$ cat src/rtl/spi_ctl_pkg.sv
package spi_ctl_pkg;

    localparam int BYTE_W = 8;

    localparam logic [1:0] ADDR_CTRL = 2'd0;
    localparam logic [1:0] ADDR_STAT = 2'd1;
    localparam logic [1:0] ADDR_DATA = 2'd2;

    // control byte, bit 7 down to bit 0
    typedef struct packed {
        logic       ie;
        logic       en;
        logic       rsv;
        logic       master;
        logic       cpol;
        logic       cpha;
        logic [1:0] rate;
    } ctrl_t;

    localparam ctrl_t CTRL_RST = '{ie: 1'b0, en: 1'b0, rsv: 1'b0, master: 1'b0,
                                   cpol: 1'b0, cpha: 1'b1, rate: 2'b00};

    // status byte, bit 7 down to bit 0
    typedef struct packed {
        logic       done;
        logic       collide;
        logic       zero5;
        logic       fault;
        logic [3:0] zero_lo;
    } stat_t;

    // system clocks per SCK half-period
    function automatic int unsigned half_period(input logic [1:0] code);
        case (code)
            2'b00:   return 1;
            2'b01:   return 2;
            2'b10:   return 8;
            default: return 16;
        endcase
    endfunction

    function automatic stat_t pack_status(input logic d, input logic c, input logic f);
        stat_t s;
        s         = '0;
        s.done    = d;
        s.collide = c;
        s.fault   = f;
        return s;
    endfunction

endpackage

$ cat src/rtl/spi_sync.sv
module spi_sync #(
    parameter int   STAGES  = 2,
    parameter logic RST_VAL = 1'b0
) (
    input  logic clk,
    input  logic rst,
    input  logic d,
    output logic q
);
    logic [STAGES-1:0] pipe;

    always_ff @(posedge clk) begin
        if (rst) pipe <= {STAGES{RST_VAL}};
        else     pipe <= {pipe[STAGES-2:0], d};
    end

    assign q = pipe[STAGES-1];
endmodule

$ cat src/rtl/spi_sckgen.sv
module spi_sckgen import spi_ctl_pkg::*; #(
    parameter int CNT_W = 5
) (
    input  logic       clk,
    input  logic       rst,
    input  logic       run,
    input  logic [1:0] rate,
    output logic       tick,
    output logic       phase
);
    logic [CNT_W-1:0] cnt_q;
    logic [CNT_W-1:0] lim;

    assign lim  = CNT_W'(half_period(rate) - 1);
    assign tick = run && (cnt_q == lim);

    always_ff @(posedge clk) begin
        if (rst || !run) begin
            cnt_q <= '0;
            phase <= 1'b0;
        end else if (tick) begin
            cnt_q <= '0;
            phase <= ~phase;
        end else begin
            cnt_q <= cnt_q + 1'b1;
        end
    end
endmodule

$ cat src/rtl/spi_shreg.sv
module spi_shreg #(
    parameter int W = 8
) (
    input  logic         clk,
    input  logic         rst,
    input  logic         abort,
    input  logic         load,
    input  logic [W-1:0] load_val,
    input  logic         lead,
    input  logic         trail,
    input  logic         cpha,
    input  logic         din,
    output logic         dout,
    output logic [W-1:0] shreg,
    output logic         mid,
    output logic         last
);
    localparam int EW = $clog2(2 * W);
    localparam logic [EW-1:0] ELAST = EW'(2 * W - 1);

    logic [EW-1:0] ecnt_q;
    logic          lat_q;
    logic          obit_q;

    assign mid  = (ecnt_q != '0);
    assign last = trail && !abort && (ecnt_q == ELAST);
    assign dout = cpha ? obit_q : shreg[W-1];

    always_ff @(posedge clk) begin
        if (rst) begin
            ecnt_q <= '0;
        end else if (abort) begin
            ecnt_q <= '0;
        end else if (lead || trail) begin
            ecnt_q <= (ecnt_q == ELAST) ? '0 : ecnt_q + 1'b1;
        end
    end

    always_ff @(posedge clk) begin
        if (rst) begin
            shreg  <= '0;
            lat_q  <= 1'b0;
            obit_q <= 1'b0;
        end else if (load) begin
            shreg <= load_val;
        end else if (!abort) begin
            if (lead) begin
                if (cpha) obit_q <= shreg[W-1];
                else      lat_q  <= din;
            end
            if (trail) begin
                if (cpha) shreg <= {shreg[W-2:0], din};
                else      shreg <= {shreg[W-2:0], lat_q};
            end
        end
    end
endmodule

$ cat src/rtl/spi_flagbank.sv
module spi_flagbank #(
    parameter int W = 8
) (
    input  logic         clk,
    input  logic         rst,
    input  logic         last,
    input  logic [W-1:0] shreg,
    input  logic         wcol_evt,
    input  logic         modf_evt,
    input  logic         stat_rd,
    input  logic         data_acc,
    output logic         done,
    output logic         spif,
    output logic         wcol,
    output logic         modf,
    output logic [W-1:0] rxbuf
);
    logic arm_q;
    logic clr;

    assign clr = data_acc && arm_q;

    always_ff @(posedge clk) begin
        if (rst) begin
            done  <= 1'b0;
            spif  <= 1'b0;
            wcol  <= 1'b0;
            modf  <= 1'b0;
            arm_q <= 1'b0;
        end else begin
            done <= last;
            if (done)          spif <= 1'b1;
            else if (clr)      spif <= 1'b0;
            if (wcol_evt)      wcol <= 1'b1;
            else if (clr)      wcol <= 1'b0;
            if (modf_evt)      modf <= 1'b1;
            else if (clr)      modf <= 1'b0;
            if (clr)           arm_q <= 1'b0;
            else if (stat_rd && (spif || wcol || modf)) arm_q <= 1'b1;
        end
    end

    // receive buffer keeps its contents across reset
    always_ff @(posedge clk) begin
        if (done && !spif) rxbuf <= shreg;
    end
endmodule

$ cat src/rtl/spi_ctl_top.sv
module spi_ctl_top import spi_ctl_pkg::*; #(
    parameter int SYNC_STAGES = 2,
    parameter int DIV_W       = 5
) (
    input  logic                clk,
    input  logic                rst,
    input  logic [1:0]          reg_addr,
    input  logic                reg_wr,
    input  logic                reg_rd,
    input  logic [BYTE_W-1:0]   reg_wdata,
    output logic [BYTE_W-1:0]   reg_rdata,
    output logic                irq,
    output logic                sck_o,
    input  logic                sck_i,
    input  logic                ss_n_i,
    output logic                mosi_o,
    input  logic                mosi_i,
    output logic                miso_o,
    input  logic                miso_i
);
    ctrl_t ctrl_q;
    logic  ss_s, sck_s, sck_d;
    logic  run_q, hold_q;
    logic  tick, phase;
    logic  master_mode, slave_act, sck_chg;
    logic  m_lead, m_trail, s_lead, s_trail;
    logic  ctrl_wr, data_wr, data_rd, stat_rd;
    logic  busy, load, abort, modf_evt, wcol_evt;
    logic  dout, mid, last, done;
    logic  spif, wcol, modf;
    logic  [BYTE_W-1:0] shreg, rxbuf;

    spi_sync #(.STAGES(SYNC_STAGES), .RST_VAL(1'b1)) u_ss_sync (
        .clk(clk), .rst(rst), .d(ss_n_i), .q(ss_s));
    spi_sync #(.STAGES(SYNC_STAGES), .RST_VAL(1'b0)) u_sck_sync (
        .clk(clk), .rst(rst), .d(sck_i), .q(sck_s));

    always_ff @(posedge clk) begin
        if (rst) sck_d <= 1'b0;
        else     sck_d <= sck_s;
    end

    // register strobes
    assign ctrl_wr = reg_wr && (reg_addr == ADDR_CTRL);
    assign data_wr = reg_wr && (reg_addr == ADDR_DATA);
    assign data_rd = reg_rd && (reg_addr == ADDR_DATA);
    assign stat_rd = reg_rd && (reg_addr == ADDR_STAT);

    // mode and edge qualification
    assign master_mode = ctrl_q.en && ctrl_q.master;
    assign slave_act   = ctrl_q.en && !ctrl_q.master && !ss_s && !hold_q;
    assign sck_chg     = sck_s ^ sck_d;
    assign s_lead      = slave_act && sck_chg && (sck_s != ctrl_q.cpol);
    assign s_trail     = slave_act && sck_chg && (sck_s == ctrl_q.cpol);
    assign m_lead      = tick && !phase;
    assign m_trail     = tick && phase;

    assign busy     = run_q || mid;
    assign load     = data_wr && !busy;
    assign wcol_evt = data_wr && busy;
    assign modf_evt = master_mode && !ss_s;
    assign abort    = !ctrl_q.en || modf_evt || (!ctrl_q.master && ss_s);

    always_ff @(posedge clk) begin
        if (rst) begin
            ctrl_q <= CTRL_RST;
        end else begin
            if (ctrl_wr) begin
                ctrl_q     <= ctrl_t'(reg_wdata);
                ctrl_q.rsv <= 1'b0;
            end
            if (modf_evt) begin
                ctrl_q.en     <= 1'b0;
                ctrl_q.master <= 1'b0;
            end
        end
    end

    always_ff @(posedge clk) begin
        if (rst) begin
            run_q  <= 1'b0;
            hold_q <= 1'b0;
        end else begin
            if (abort || last)              run_q <= 1'b0;
            else if (load && master_mode)   run_q <= 1'b1;
            if (ss_s || !ctrl_q.en || ctrl_q.master) hold_q <= 1'b0;
            else if (last && !ctrl_q.cpha)           hold_q <= 1'b1;
        end
    end

    spi_sckgen #(.CNT_W(DIV_W)) u_sckgen (
        .clk(clk), .rst(rst), .run(run_q), .rate(ctrl_q.rate),
        .tick(tick), .phase(phase));

    spi_shreg #(.W(BYTE_W)) u_shreg (
        .clk(clk), .rst(rst), .abort(abort), .load(load), .load_val(reg_wdata),
        .lead(m_lead || s_lead), .trail(m_trail || s_trail), .cpha(ctrl_q.cpha),
        .din(ctrl_q.master ? miso_i : mosi_i),
        .dout(dout), .shreg(shreg), .mid(mid), .last(last));

    spi_flagbank #(.W(BYTE_W)) u_flags (
        .clk(clk), .rst(rst), .last(last), .shreg(shreg),
        .wcol_evt(wcol_evt), .modf_evt(modf_evt), .stat_rd(stat_rd),
        .data_acc(data_wr || data_rd),
        .done(done), .spif(spif), .wcol(wcol), .modf(modf), .rxbuf(rxbuf));

    always_comb begin
        case (reg_addr)
            ADDR_CTRL: reg_rdata = ctrl_q;
            ADDR_STAT: reg_rdata = pack_status(spif, wcol, modf);
            ADDR_DATA: reg_rdata = rxbuf;
            default:   reg_rdata = '0;
        endcase
    end

    assign irq    = ctrl_q.ie && (spif || modf);
    assign sck_o  = phase ^ ctrl_q.cpol;
    assign mosi_o = master_mode ? dout : 1'b0;
    assign miso_o = (ctrl_q.en && !ctrl_q.master && !ss_s) ? dout : 1'b0;
endmodule

$ cat config.mk
export PLATFORM = sky130hd
export DESIGN_NAME = spi_ctl_top
export DESIGN_NICKNAME = d
export VERILOG_FILES = /design/src/rtl/spi_ctl_pkg.sv /design/src/rtl/spi_sync.sv /design/src/rtl/spi_sckgen.sv /design/src/rtl/spi_shreg.sv /design/src/rtl/spi_flagbank.sv /design/src/rtl/spi_ctl_top.sv
export SDC_FILE = /design/constraint.sdc
export NUM_CORES = 1
export LEC_CHECK = 0
export ABC_CLOCK_PERIOD_IN_PS = 2900
export CAP_MARGIN = 20
export CORE_MARGIN = 5
export CORE_UTILIZATION = 40
export CTS_BUF_LIST = sky130_fd_sc_hd__clkbuf_16
export CTS_CLUSTER_SIZE = 25
export DETAILED_ROUTE_END_ITERATION = 8
export PLACE_DENSITY = 0.59
export RECOVER_POWER = 25
export SLEW_MARGIN = 20
export SYNTH_ARGS = -nofsm -noshare
export SYNTH_HDL_FRONTEND = slang
export SYNTH_SLANG_ARGS = --single-unit
$ cat constraint.sdc
create_clock -name clk -period 2.9 [get_ports clk]
set_input_delay 0.58 -clock clk [delete_from_list [all_inputs] [get_ports clk]]
set_output_delay 0.58 -clock clk [all_outputs]
set_load 0.005 [all_outputs]
==> metrics <==
IO Count=30; setup ws final=between 0.2 and 0.3 ns; status=completed; GRT met1 Usage=between 10% and 20%; Hold Path Origin=u_ss_sync.pipe[0]$_SDFF_PP1_; Net Switching=298 uW; Compound-Gate Fraction of Synth Area=between 10% and 20%; post-DR vias/cell=5.37; syn_area_per_cell=9.77 um2; Yosys cell types=51; 1st-iter DRT viols=112; Port Buffers=29; Peak VDD IR=about 0.00045 V; crit-path max FO=6; Overall Power=1520 uW; utilization after layout=53.3%; Power per Cell Area=~550 mW/mm2; Synth Register Bits=47; RSZ-0062 raised after global routing=no; WL/cell=15.6 um; met2 Use GR=24.2%; first-pass GRT wire length=between 8000 and 9000 um; total number of vias=1771; Final Hold Vio Count=0; setup_tns=0 ns; post-route minimum period=2.63 ns; HP Class=flop to flop; ys async rst share=0%; number of H-tree levels=2; vias in the first global route=1776; worst slack, placed=0.169 ns; Most Crowded Layer GR=met2; Leak Pwr=0.000970 uW; Critical Path Sink Type=output pin; Final nets=281; CTS Buffer Depth=2; syn_nets=245; P&R area growth vs syn=27.4%; Switching Fraction=19.6%; DIE HEIGHT=83.8 um; ANT nets after route=0; layout cells sized above 1=12.3%; commonest non-fill, non-tap cell in the layout=dfxtp_1; post-DP HPWL=~3700 um; crit share post-route=90.5%; ys flop type=dfxtp_1; CTS Sinks=47; post-CTS setup repair buffer count=0; post-route cell area=0.00278 mm2; Post-synth EDFFs=8; clk_skew=approximately 0.0047 ns; total CTS buffers=5; Flop pwr share=44.6%; CP startpoint kind=input pin; total die area=0.00702 mm2; Arr. time, crit path=2.05 ns; Max Transition Viols Final=0; Pre-antenna DRT Iters=4; Placed Area=0.00258 mm2; die width=83.8 um; maxcap violations=0; n_diodes=0; combinational share of power=roughly 7.0%; most frequent cells in the layout=dfxtp_1, nor2_1, clkdlybuf4s50_1; gpl congestion=0.815; Final setup viols=0; reg2reg start=ctrl_q[0]$_SDFFE_PP0P_; area of the multi-input gates=between 0.001 and 0.0015 mm2; # hold bufs at CTS=0; crit path kind=input pin to output pin; largest family of logic cells by synthesized area=simple AND/OR/NAND/NOR gates; post-synthesis xor/xnor area fraction=between 4 and 5%; DRC=0; clk_lat worst skew=0.28 ns; post-synthesis mux area share=around 8.3%; Seq. cell area=0.00102 mm2; initial antenna violation count=0; Critical path origin=reg_addr[0]; synthesized cell area=between 0.002 and 0.0025 mm2; effective utilization at floorplan=41.9%; worst slew pin tran=a little over 1 ns; Max-slew headroom=31.4%; total track usage=approximately 15%; met3 Track Usage GR=around 3.7%; total internal power=1220 uW; Adder-Cell Fraction of Synth Area=2.30%; CTS Root Cell=clkbuf_16; fill count=485; fmax=381 MHz; register area share after synthesis=46.9%; CTS tree=yes; Post-Syn Instances=223; grt total ovfl=0; largest net degree at the start of global routing=22; Core Rows=26; Core Region=0.00520 mm2; CTS clock-pin slew for the worst setup and hold paths=around 0.060 ns; simple-gate share of the synthesized area=19.9%; final wirelength=5130 um; YS warnings=0; clock share of power=48.4%; Critical Path RT=around 2.3 ns
==> logic make-up (layout without fill, tap and decap cells) <==
logic type / count (synthesis) / in the layout
adder cells (fa/ha/maj): 4 / 4
multiplexers: 18 / 18
buffers and inverters: 14 / 51
AO/OA/AOI/OAI: 45 / 45
XOR/XNOR: 11 / 11
AND/OR/NAND/NOR: 84 / 84
flip-flops: 47 / 47
==> critical path: stages <==
cell and delay [ns]:
clkdlybuf4s50_1 0.54, nor2b_2 0.26, nand2_1 0.07, o21ai_0 0.07, clkdlybuf4s50_1 0.52
==> metrics by stage <==
step	hold WS, ns	std cells
2_1_floorplan	0.389	223
3_3_place_gp	0.394	322
3_5_place_dp	0.400	322
4_1_cts	0.423	330
5_1_grt	0.452	330
6_report	0.414	330
==> final cells by class <==
cell class | instances | share of cell area (%)
Multi-Input combinational cell | 162 | 39.8
Sequential cell | 47 | 36.8
Timing Repair Buffer | 37 | 12.5
Clock buffer | 5 | 4.51
Tap cell | 70 | 3.16
Clock inverter | 3 | 2.43
Inverter | 6 | 0.812
==> power by group through the flow <==
stage	clock network, uW	registers [uW]	logic, uW
after CTS	752	677	108
after global routing	776	678	117
after global placement	0	692	107
after floorplan	0	688	53.5
after detailed placement	0	692	107
final	735	677	107
==> state kept, by name (all words and copies together), names as in the netlist <==
name,flops
u_sckgen.cnt_q,5
u_shreg.ecnt_q,4
u_flags.rxbuf,8
u_flags.arm_q,1
u_shreg.obit_q,1
sck_d,1
ctrl_q,7
u_shreg.lat_q,1
u_sckgen.phase,1
run_q,1
u_flags.wcol,1
u_flags.done,1
u_flags.modf,1
u_ss_sync.pipe,2
u_shreg.shreg,8
u_sck_sync.pipe,2
u_flags.spif,1
hold_q,1
==> synthesized netlist by cell type (all sizes together), types with 2 or more instances <==
library cell / number / area [um2]
dfxtp: 39 / 781
nor2: 32 / 120
mux2i: 18 / 180
nand2: 14 / 52.6
a21oi: 9 / 45.0
edfxtp: 8 / 240
o21ai: 7 / 35.0
o221a: 7 / 78.8
o22ai: 7 / 43.8
xnor2: 7 / 61.3
clkbuf: 6 / 22.5
inv: 6 / 22.5
nand3: 6 / 30.0
nor2b: 5 / 31.3
ha: 4 / 50.1
xor2: 4 / 35.0
nor3: 3 / 15.0
nor3b: 3 / 22.5
or2: 3 / 18.8
and2: 2 / 12.5
buf: 2 / 10.0
nand2b: 2 / 15.0
nor4: 2 / 12.5
o211ai: 2 / 15.0
o31ai: 2 / 20.0
==> worst paths after layout <==
check                           cells after the start  slack, ns                              to
worst max-delay path                                5       0.27                    reg_rdata[4]
worst min register to register                      1       0.41    u_ss_sync.pipe[1]$_SDFF_PP1_
worst max register to register                      7       0.45  u_shreg.ecnt_q[3]$_SDFFE_PP0P_
worst min-delay path                                1       0.41    u_ss_sync.pipe[1]$_SDFF_PP1_
==> layer usage <==
metal	routed length, um	part of all wire, %
met5	0	0
met4	80	1.6
met3	275	5.4
met2	2360	46
met1	2420	47
==> timing repair <==
action	in CTS	in global routing
setup endpoints to repair	0	1
hold endpoints to repair	0	0
gates resized for setup	0	1
Power figures use the tool's default switching activity.
